==> src/rtl/fxflag_pkg.sv <==
package fxflag_pkg;
  // XER flag set; packed order matches the write-data bit positions
  typedef struct packed {
    logic so;
    logic ov;
    logic ov32;
    logic ca;
    logic ca32;
  } xer_flags_t;

  // Condition field; bit 3 down to bit 0
  typedef struct packed {
    logic neg;
    logic pos;
    logic zero;
    logic so;
  } cr_field_t;
endpackage

==> src/rtl/fxflag_carry.sv <==
module fxflag_carry #(
  parameter int DATA_W = 64,
  parameter int LOW_W  = DATA_W / 2
) (
  input  logic [DATA_W-1:0] in_a_i,
  input  logic [DATA_W-1:0] in_b_i,
  input  logic              two_in_i,
  input  logic              is_add_i,
  input  logic [DATA_W-1:0] res_i,
  output logic              ca_o,
  output logic              ca32_o
);
  logic [LOW_W-1:0] a_lo, b_lo, r_lo;
  logic             b_tap;
  logic             ca32_cmp;

  assign a_lo  = in_a_i[LOW_W-1:0];
  assign b_lo  = in_b_i[LOW_W-1:0];
  assign r_lo  = res_i[LOW_W-1:0];
  assign b_tap = two_in_i & in_b_i[LOW_W];

  always_comb begin
    ca_o     = (in_a_i > res_i) | (two_in_i & (in_b_i > res_i));
    ca32_cmp = (a_lo > r_lo) | (two_in_i & (b_lo > r_lo));
    if (is_add_i) begin
      ca32_o = res_i[LOW_W] ^ in_a_i[LOW_W] ^ b_tap;
    end else begin
      ca32_o = ca32_cmp;
    end
  end
endmodule

==> src/rtl/fxflag_ovf.sv <==
module fxflag_ovf #(
  parameter int DATA_W = 64,
  parameter int LOW_W  = DATA_W / 2
) (
  input  logic [DATA_W-1:0] in_a_i,
  input  logic [DATA_W-1:0] in_b_i,
  input  logic              two_in_i,
  input  logic [DATA_W-1:0] res_i,
  input  logic              ov_en_i,
  input  logic              div_valid_i,
  input  logic              div_ov_i,
  output logic              upd_o,
  output logic              ov_o,
  output logic              ov32_o
);
  localparam int MSB   = DATA_W - 1;
  localparam int MSB32 = LOW_W - 1;

  logic sign_ov, sign_ov32;

  always_comb begin
    sign_ov   = (in_a_i[MSB] == in_b_i[MSB]) && (res_i[MSB] != in_a_i[MSB]);
    sign_ov32 = (in_a_i[MSB32] == in_b_i[MSB32]) && (res_i[MSB32] != in_a_i[MSB32]);
    upd_o     = div_valid_i | (ov_en_i & two_in_i);
    if (div_valid_i) begin
      ov_o   = div_ov_i;
      ov32_o = div_ov_i;
    end else begin
      ov_o   = sign_ov;
      ov32_o = sign_ov32;
    end
  end
endmodule

==> src/rtl/fxflag_cr0.sv <==
module fxflag_cr0
  import fxflag_pkg::*;
#(
  parameter int DATA_W = 64
) (
  input  logic [DATA_W-1:0] res_i,
  input  logic              so_i,
  output cr_field_t         cr_o
);
  always_comb begin
    cr_o.neg  = res_i[DATA_W-1];
    cr_o.zero = ~|res_i;
    cr_o.pos  = ~res_i[DATA_W-1] & (|res_i);
    cr_o.so   = so_i;
  end
endmodule

==> src/rtl/fxflag_unit.sv <==
module fxflag_unit
  import fxflag_pkg::*;
#(
  parameter int DATA_W = 64
) (
  input  logic              clk,
  input  logic              rst_n,
  input  logic              valid_i,
  input  logic [DATA_W-1:0] op_a_i,
  input  logic [DATA_W-1:0] op_b_i,
  input  logic              b_valid_i,
  input  logic [DATA_W-1:0] imm_i,
  input  logic              imm_valid_i,
  input  logic              invert_a_i,
  input  logic              is_add_i,
  input  logic              carry_en_i,
  input  logic              ov_en_i,
  input  logic              rc_en_i,
  input  logic              div_ov_valid_i,
  input  logic              div_ov_i,
  input  logic              ca_done_i,
  input  logic              ca_val_i,
  input  logic              ca32_done_i,
  input  logic              ca32_val_i,
  input  logic [DATA_W-1:0] result_i,
  input  logic              xer_wr_i,
  input  logic [4:0]        xer_wdata_i,
  output logic              ca_o,
  output logic              ca32_o,
  output logic              ov_o,
  output logic              ov32_o,
  output logic              so_o,
  output logic [3:0]        cr0_o
);
  localparam int LOW_W = DATA_W / 2;

  // reset: asynchronous assert, two-stage synchronous release
  logic [1:0] rst_sync_q;
  logic       rst_int_n;

  always_ff @(posedge clk or negedge rst_n) begin
    if (!rst_n) rst_sync_q <= 2'b00;
    else        rst_sync_q <= {rst_sync_q[0], 1'b1};
  end
  assign rst_int_n = rst_sync_q[1];

  // operand selection
  logic [DATA_W-1:0] in_a, in_b;
  logic              two_in;

  assign in_a   = invert_a_i ? ~op_a_i : op_a_i;
  assign in_b   = imm_valid_i ? imm_i : op_b_i;
  assign two_in = b_valid_i | imm_valid_i;

  logic ca_c, ca32_c, ov_upd, ov_c, ov32_c;

  fxflag_carry #(.DATA_W(DATA_W), .LOW_W(LOW_W)) u_carry (
    .in_a_i   (in_a),
    .in_b_i   (in_b),
    .two_in_i (two_in),
    .is_add_i (is_add_i),
    .res_i    (result_i),
    .ca_o     (ca_c),
    .ca32_o   (ca32_c)
  );

  fxflag_ovf #(.DATA_W(DATA_W), .LOW_W(LOW_W)) u_ovf (
    .in_a_i      (in_a),
    .in_b_i      (in_b),
    .two_in_i    (two_in),
    .res_i       (result_i),
    .ov_en_i     (ov_en_i),
    .div_valid_i (div_ov_valid_i),
    .div_ov_i    (div_ov_i),
    .upd_o       (ov_upd),
    .ov_o        (ov_c),
    .ov32_o      (ov32_c)
  );

  xer_flags_t xer_q, xer_d;
  cr_field_t  cr_q, cr_d, cr_c;
  logic       xer_en, cr_en;

  fxflag_cr0 #(.DATA_W(DATA_W)) u_cr0 (
    .res_i (result_i),
    .so_i  (xer_d.so),
    .cr_o  (cr_c)
  );

  // next state
  always_comb begin
    xer_d  = xer_q;
    cr_d   = cr_q;
    xer_en = 1'b0;
    cr_en  = 1'b0;
    if (xer_wr_i) begin
      xer_d  = xer_flags_t'(xer_wdata_i);
      xer_en = 1'b1;
    end else if (valid_i) begin
      xer_en = 1'b1;
      if (ca_done_i)        xer_d.ca = ca_val_i;
      else if (carry_en_i)  xer_d.ca = ca_c;
      if (ca32_done_i)      xer_d.ca32 = ca32_val_i;
      else if (carry_en_i)  xer_d.ca32 = ca32_c;
      if (ov_upd) begin
        xer_d.ov   = ov_c;
        xer_d.ov32 = ov32_c;
        xer_d.so   = xer_q.so | ov_c;
      end
      if (rc_en_i) begin
        cr_d  = cr_c;
        cr_en = 1'b1;
      end
    end
  end

  // registers
  always_ff @(posedge clk or negedge rst_int_n) begin
    if (!rst_int_n) begin
      xer_q <= '0;
    end else if (xer_en) begin
      xer_q <= xer_d;
    end
  end

  always_ff @(posedge clk or negedge rst_int_n) begin
    if (!rst_int_n) begin
      cr_q <= '0;
    end else if (cr_en) begin
      cr_q <= cr_d;
    end
  end

  assign ca_o   = xer_q.ca;
  assign ca32_o = xer_q.ca32;
  assign ov_o   = xer_q.ov;
  assign ov32_o = xer_q.ov32;
  assign so_o   = xer_q.so;
  assign cr0_o  = cr_q;
endmodule

==> config.mk <==
export PLATFORM = sky130hd
export DESIGN_NAME = fxflag_unit
export DESIGN_NICKNAME = d
export VERILOG_FILES = /design/src/rtl/fxflag_pkg.sv /design/src/rtl/fxflag_carry.sv /design/src/rtl/fxflag_ovf.sv /design/src/rtl/fxflag_cr0.sv /design/src/rtl/fxflag_unit.sv
export SDC_FILE = /design/constraint.sdc
export NUM_CORES = 1
export LEC_CHECK = 0
export CAP_MARGIN = 20
export CORE_MARGIN = 10
export CORE_UTILIZATION = 41
export CTS_BUF_LIST = sky130_fd_sc_hd__clkbuf_4
export DETAILED_ROUTE_END_ITERATION = 7
export GPL_ROUTABILITY_DRIVEN = 0
export GPL_TIMING_DRIVEN = 0
export PLACE_DENSITY = 0.85
export SYNTH_ARGS = -nofsm -noshare
export SYNTH_HDL_FRONTEND = slang
export SYNTH_SLANG_ARGS = --single-unit
export TNS_END_PERCENT = 20
==> constraint.sdc <==
create_clock -name clk -period 0.9 [get_ports clk]
set_clock_uncertainty 0.2 [all_clocks]
set_input_delay 0.27 -clock clk [delete_from_list [all_inputs] [get_ports clk]]
set_output_delay 0.27 -clock clk [all_outputs]
set_load 0.02 [all_outputs]
Word level (Yosys, flattened, before mapping)
Cells that the tools add are included.
{ "word_totals": {"regBits": 11} }
{ "op_classes": {"magnitude_cmp": 4, "eq_ne": 4, "n_mux": 17, "bitwise_logic": 15, "n_reduce_logical": 12} }
{ "op_table": {"columns": ["cell", "count"], "rows": [
  ["64-bit > comparator", 2],
  ["64-bit 2-to-1 mux", 2],
  ["32-bit > comparator", 2],
  ["64-bit inverter", 1],
  ["64-bit OR reduction", 1],
  ["1-bit 2-to-1 mux", 12],
  ["5-bit 2-to-1 mux", 2],
  ["3-bit AND reduction", 3],
  ["3-bit nonzero test", 2],
  ["1-bit AND", 5],
  ["1-bit bitwise OR", 5],
  ["4-bit AND reduction", 1],
  ["2-bit nonzero test", 2],
  ["3-bit 2-to-1 mux", 1],
  ["1-bit == test", 2],
  ["1-bit logical AND", 2],
  ["1-bit != test", 2],
  ["1-bit inverter", 2],
  ["1-bit bitwise XOR", 2],
  ["1-bit logical NOT", 1]
]} }

Depth between registers and ports, before layout
Gate-level depths: netlist of run 1.
{ "logic_depth": {"word_depth": 9, "mapped_depth": 11, "depth_no_buf": 9} }

Hierarchy
From an unflattened synthesis of run 1, not the netlist that was laid out.
{ "hier_totals": {"hier_cells": 623, "area_unflattened_um2": 5200.0} }
{ "by_module_without_submodules": {"columns": ["module", "instances", "cells_each", "area_each_um2"], "rows": [
  ["fxflag_carry", 1, 402, 3032.9],
  ["fxflag_unit", 1, 187, 1923.1],
  ["fxflag_cr0", 1, 24, 181.4],
  ["fxflag_ovf", 1, 10, 62.6]
]} }

Worst setup path after synthesis of run 1
No wires, ideal clock.
{ "synth_timing": {"path_kind": "input -> register", "from": "in imm_valid_i", "to": "reg xer_q, in the netlist ca_o", "t_arrival_ns": 2.979, "required_time_ns": 0.581, "slack_ns": -2.398, "stages": 11, "n_path_buf": 2, "path_cell_list": "clkbuf_1 > clkbuf_1 > mux2_2 > ha_1 > nand4_1 > nor4_2 > nand2_1 > or4_4 > a21oi_2 > o22ai_1 > o21a_1"} }
{ "synth_between": {"elab_chain_len": 8, "word_cells_on_any_way": 9, "cone_classes": "order compare (1); mux (5); bitwise (3)"} }
{ "synth_lines": {"columns": ["item", "line_no", "source"], "rows": [
  ["start, declared", "fxflag_unit.sv:13", "input logic imm_valid_i,"],
  ["64-bit 2-to-1 mux", "fxflag_unit.sv:52", "assign in_b = imm_valid_i ? imm_i : op_b_i;"],
  ["64-bit > comparator", "fxflag_carry.sv:23", "ca_o = (in_a_i > res_i) | (two_in_i & (in_b_i > res_i));"],
  ["1-bit AND (*)", "fxflag_carry.sv:23", null],
  ["1-bit bitwise OR (*)", "fxflag_carry.sv:23", null],
  ["1-bit 2-to-1 mux (*)", "fxflag_unit.sv:102", "else if (carry_en_i) xer_d.ca = ca_c;"],
  ["1-bit 2-to-1 mux (*)", "fxflag_unit.sv:101", "if (ca_done_i) xer_d.ca = ca_val_i;"],
  ["5-bit 2-to-1 mux (*)", "fxflag_unit.sv:99", "end else if (valid_i) begin"],
  ["5-bit 2-to-1 mux (*)", "fxflag_unit.sv:96", "if (xer_wr_i) begin"],
  ["end signal, assigned", "fxflag_unit.sv:122", "xer_q <= xer_d;"],
  ["end, declared", "fxflag_unit.sv:80", "xer_flags_t xer_q, xer_d;"]
]} }
Mark *: on every way between the ends. The rest lies on a longest branch, timed or not. The select of a mux whose other input is x is not followed.
A chain may end at the register's enable or synchronous reset.

Final worst setup path of run 1
Same ends and word-level chain as after synthesis.

==> results of run 1 <==
[metrics by stage]
stage | total power [mW] | hold slack, ns | instances
floorplan | 2.81 | -0.226 | 628
global placement | 4.73 | -0.0512 | 1081
detailed placement | 4.84 | -0.0452 | 1081
CTS | 5.55 | -0.0502 | 1116
finish | 5.95 | -0.0474 | 1131
global route | 6.42 | -0.0704 | 1128
[cell type report]
| cell class | count | area share |
|---|---|---|
| Antenna cell | 9 | 0.00236 |
| Buffer | 15 | 0.0285 |
| Clock buffer | 3 | 0.00236 |
| Clock inverter | 1 | 0.000525 |
| Inverter | 66 | 0.0260 |
| Multi-Input combinational cell | 536 | 0.554 |
| Sequential cell | 11 | 0.0289 |
| Tap cell | 168 | 0.0220 |
| Timing Repair Buffer | 322 | 0.336 |
[worst max-delay path, stage by stage]
cell       delay (ns)
buf_8            0.10
clkbuf_16        0.17
clkbuf_16        0.16
buf_8            0.13
buf_4            0.13
mux2_2           0.28
ha_1             0.30
a21oi_1          0.19
o21ai_0          0.11
a221oi_1         0.30
o21ai_1          0.16
a32oi_2          0.25
o22ai_2          0.11
o21a_1           0.18
[routing by layer]
| layer | vias up | global-route usage | wire length [um] |
|---|---|---|---|
| met4 | 0 | 0.0853 | 964 |
| met3 | 66 | 0.0633 | 2000 |
| met1 | 2943 | 0.310 | 10100 |
| li1 | 2962 | - | - |
| met2 | 311 | 0.450 | 12600 |
| met5 | - | 0 | 0 |
[Yosys cell counts, types with 2 or more instances]
library cell  instances  area, um^2
o211a_1               2        20.0
or4_4                 2        22.5
nand2_1              47         176
nand3_1              13        65.1
o21ai_0              23         115
nand2b_1              5        31.3
nor4_1               20         125
o31ai_1               2        15.0
xor2_1               64         561
or3_1                 2        12.5
nor3_1                5        25.0
o21ai_1               5        25.0
a21o_1                6        45.0
ha_1                128        1600
nand4_4               3        63.8
o211ai_1              4        30.0
buf_1                 6        22.5
clkbuf_1              8        30.0
nand4_1              24         150
xnor2_1               3        26.3
a211oi_1              2        15.0
mux2_2               64         721
a21oi_1              53         265
a31oi_1               3        18.8
mux2i_1               2        20.0
nor2b_1               5        31.3
nand3b_1              2        15.0
a221oi_1              6        52.6
o22ai_1               3        18.8
nor2_1               14        52.6
inv_1                66         248
o21a_1                2        15.0
dfrtp_1              11         275
and4_1                3        26.3
[state kept, by name, indices dropped and copies added, names as in the netlist]
| signal | cells |
|---|---|
| rst_sync_q | 2 |
| cr0_o | 4 |
| ov32_o | 1 |
| so_o | 1 |
| ov_o | 1 |
| ca32_o | 1 |
| ca_o | 1 |
[power by group through the flow]
| stage | sequential (mW) | combinational, mW | clock, mW |
|---|---|---|---|
| floorplan | 0.659 | 2.15 | 0 |
| global placement | 0.605 | 4.13 | 0 |
| detailed placement | 0.602 | 4.24 | 0 |
| CTS | 0.597 | 4.61 | 0.351 |
| global route | 0.609 | 5.42 | 0.391 |
| finish | 0.602 | 5.00 | 0.344 |
[timing repair]
| item | CTS | global route |
|---|---|---|
| buffers inserted | 29 | 7 |
| cloned | 2 | 0 |
| pin swaps | 39 | 40 |
| setup endpoints to repair | 18 | 18 |
| endpoints found under the hold margin | 11 | 11 |
| resized for setup | 147 | 165 |
[cell usage in the layout, fill, tap and decap left out, drive strengths merged, types with 3 or more instances in the layout]
cell type      instances
a21o                   6
nand2b                 6
nor4                  22
clkbuf                27
inv                   66
xnor2                  3
mux2                  65
diode                  9
o21ai                 28
a21oi                 54
dlygate4sd2           15
o211ai                 4
nand2                 47
a31oi                  3
nand3                 13
and4                   3
xor2                  64
dlymetal6s2s          42
buf                   61
dfrtp                 11
a221oi                 6
nor3                   5
nor2b                  5
clkdlybuf4s50        195
ha                   128
nand4                 28
nor2                  14
o22ai                  3
[path summary, 6_finish.rpt]
kind                            depth (start not counted)  slack, ns        to
max in group asynchronous                               0       0.28      ov_o
worst max register to register                          3      -0.25  cr0_o[0]
worst max-delay path                                   14      -1.96      ca_o
worst min-delay path                                    0      -0.05      so_o
min in group clk                                        2       0.11  cr0_o[2]
worst min register to register                          0      -0.05      so_o
[kinds of logic after synthesis]
| group | synth area share |
|---|---|
| AOI/OAI and AO/OA | 0.138 |
| muxes | 0.147 |
| buffers and inverters | 0.0596 |
| and+or+nand+nor | 0.173 |
| other | 0.000733 |
| adders and majority gates | 0.313 |
| DFF | 0.0538 |
| xor gates and xnor gates | 0.115 |
==> flow_metrics.tcl, run 1 <==
set metrics [dict create \
    cts_tree "yes" \
    multi_input_area_um2 5280 \
    synth_flop_cell "dfrtp_1" \
    min_period_ns 2.86 \
    synth-edff-count 0 \
    clkTransAtPathRegs_ns 0.07 \
    grtUsageTotal 0.261 \
    drc 0 \
    h-tree-depth 1 \
    fin_util 0.788 \
    syn_nets 1034 \
    fp.dieArea_um2 17400 \
    netlist_area_um2 5120 \
    path_max_fanout 7 \
    yosys_warnings 0 \
    port_buffers 285 \
    switchingPower_mw 2.52 \
    p_comb_frac 0.841 \
    rsz0062_at_grt "yes" \
    clkLatencyLatePin_ns 0.27 \
    seq_power_share 0.101 \
    fp.dieH_um 132 \
    start_kind "input pin" \
    async_reset_ff_frac 1.00 \
    cts.sinks 11 \
    clock_path_buffers 2 \
    max_freq_ghz 0.350 \
    antenna_found_initial 7 \
    antenna_left 0 \
    die-width_um 132 \
    switching_share 0.423 \
    drt_wl_total_um 25700 \
    finalCritPeriodShare 3.18 \
    drt-initial-drc-count 344 \
    p_int_mw 3.43 \
    wl_per_cell_um 22.7 \
    drive_gt1_frac 0.253 \
    initial_utilization 0.423 \
    tns_ns -12.77 \
    dpl_cell_area_um2 8340 \
    power.share.clock 0.058 \
    ioPinCount 287 \
    syn_area_per_cell_um2 8.15 \
    hold_path.class "flop to asynchronous set/reset pin" \
    power.density_nw_per_um2 624 \
    setup_violations 18 \
    grt_pass1_wl_um 36500 \
    cap_violations 0 \
    ys_ff_latch 11 \
    rr_startpoint "so_o" \
    irDropWorstVdd_mv 0.788 \
    violations "hold timing, setup timing" \
    syn2layout_area_growth_pct 86.4 \
    setup_ws_ns -1.96 \
    maxSlewViolCount 0 \
    required_ns 0.87 \
    arrival_ns 2.83 \
    ys_types 54 \
    place_ws_ns -3.32 \
    dpl.hpwl_um 20300 \
    grt_remaining_overflow 0 \
    cts-root-buf "clkbuf_4" \
    design_area_um2 9540 \
    via_count 6282 \
    rows 40 \
    crit_type "input pin to flop" \
    status "finished with violations" \
    hold_viol 11 \
    coreArea_um2 12100 \
    yosysSeqAreaShare 0.0538 \
    holdWs_ns -0.0474 \
    seq_area_um2 275 \
    leakagePower_nw 4.56 \
    fill_cells 825 \
    nets 1361 \
    cts_buffers 3 \
    vias_per_cell 5.55 \
    synth_cells 628 \
    grt_pass1_vias 6543 \
    setup.worst_path.end_class "flop" \
    grt_max_degree 11 \
    crit_start "imm_valid_i" \
    drt_first_pass_iters 5 \
]
(Power assumes the default switching activity.)
==> run 2, diff against run 1 <==
--- a/config.mk
+++ b/config.mk
@@ -13,6 +13,7 @@
 export GPL_ROUTABILITY_DRIVEN = 0
 export GPL_TIMING_DRIVEN = 0
 export PLACE_DENSITY = 0.85
+export SLEW_MARGIN = 20
 export SYNTH_ARGS = -nofsm -noshare
 export SYNTH_HDL_FRONTEND = slang
 export SYNTH_SLANG_ARGS = --single-unit
==> results of run 2 <==
The final DEF is identical to that of run 1; final timing and power are the same.
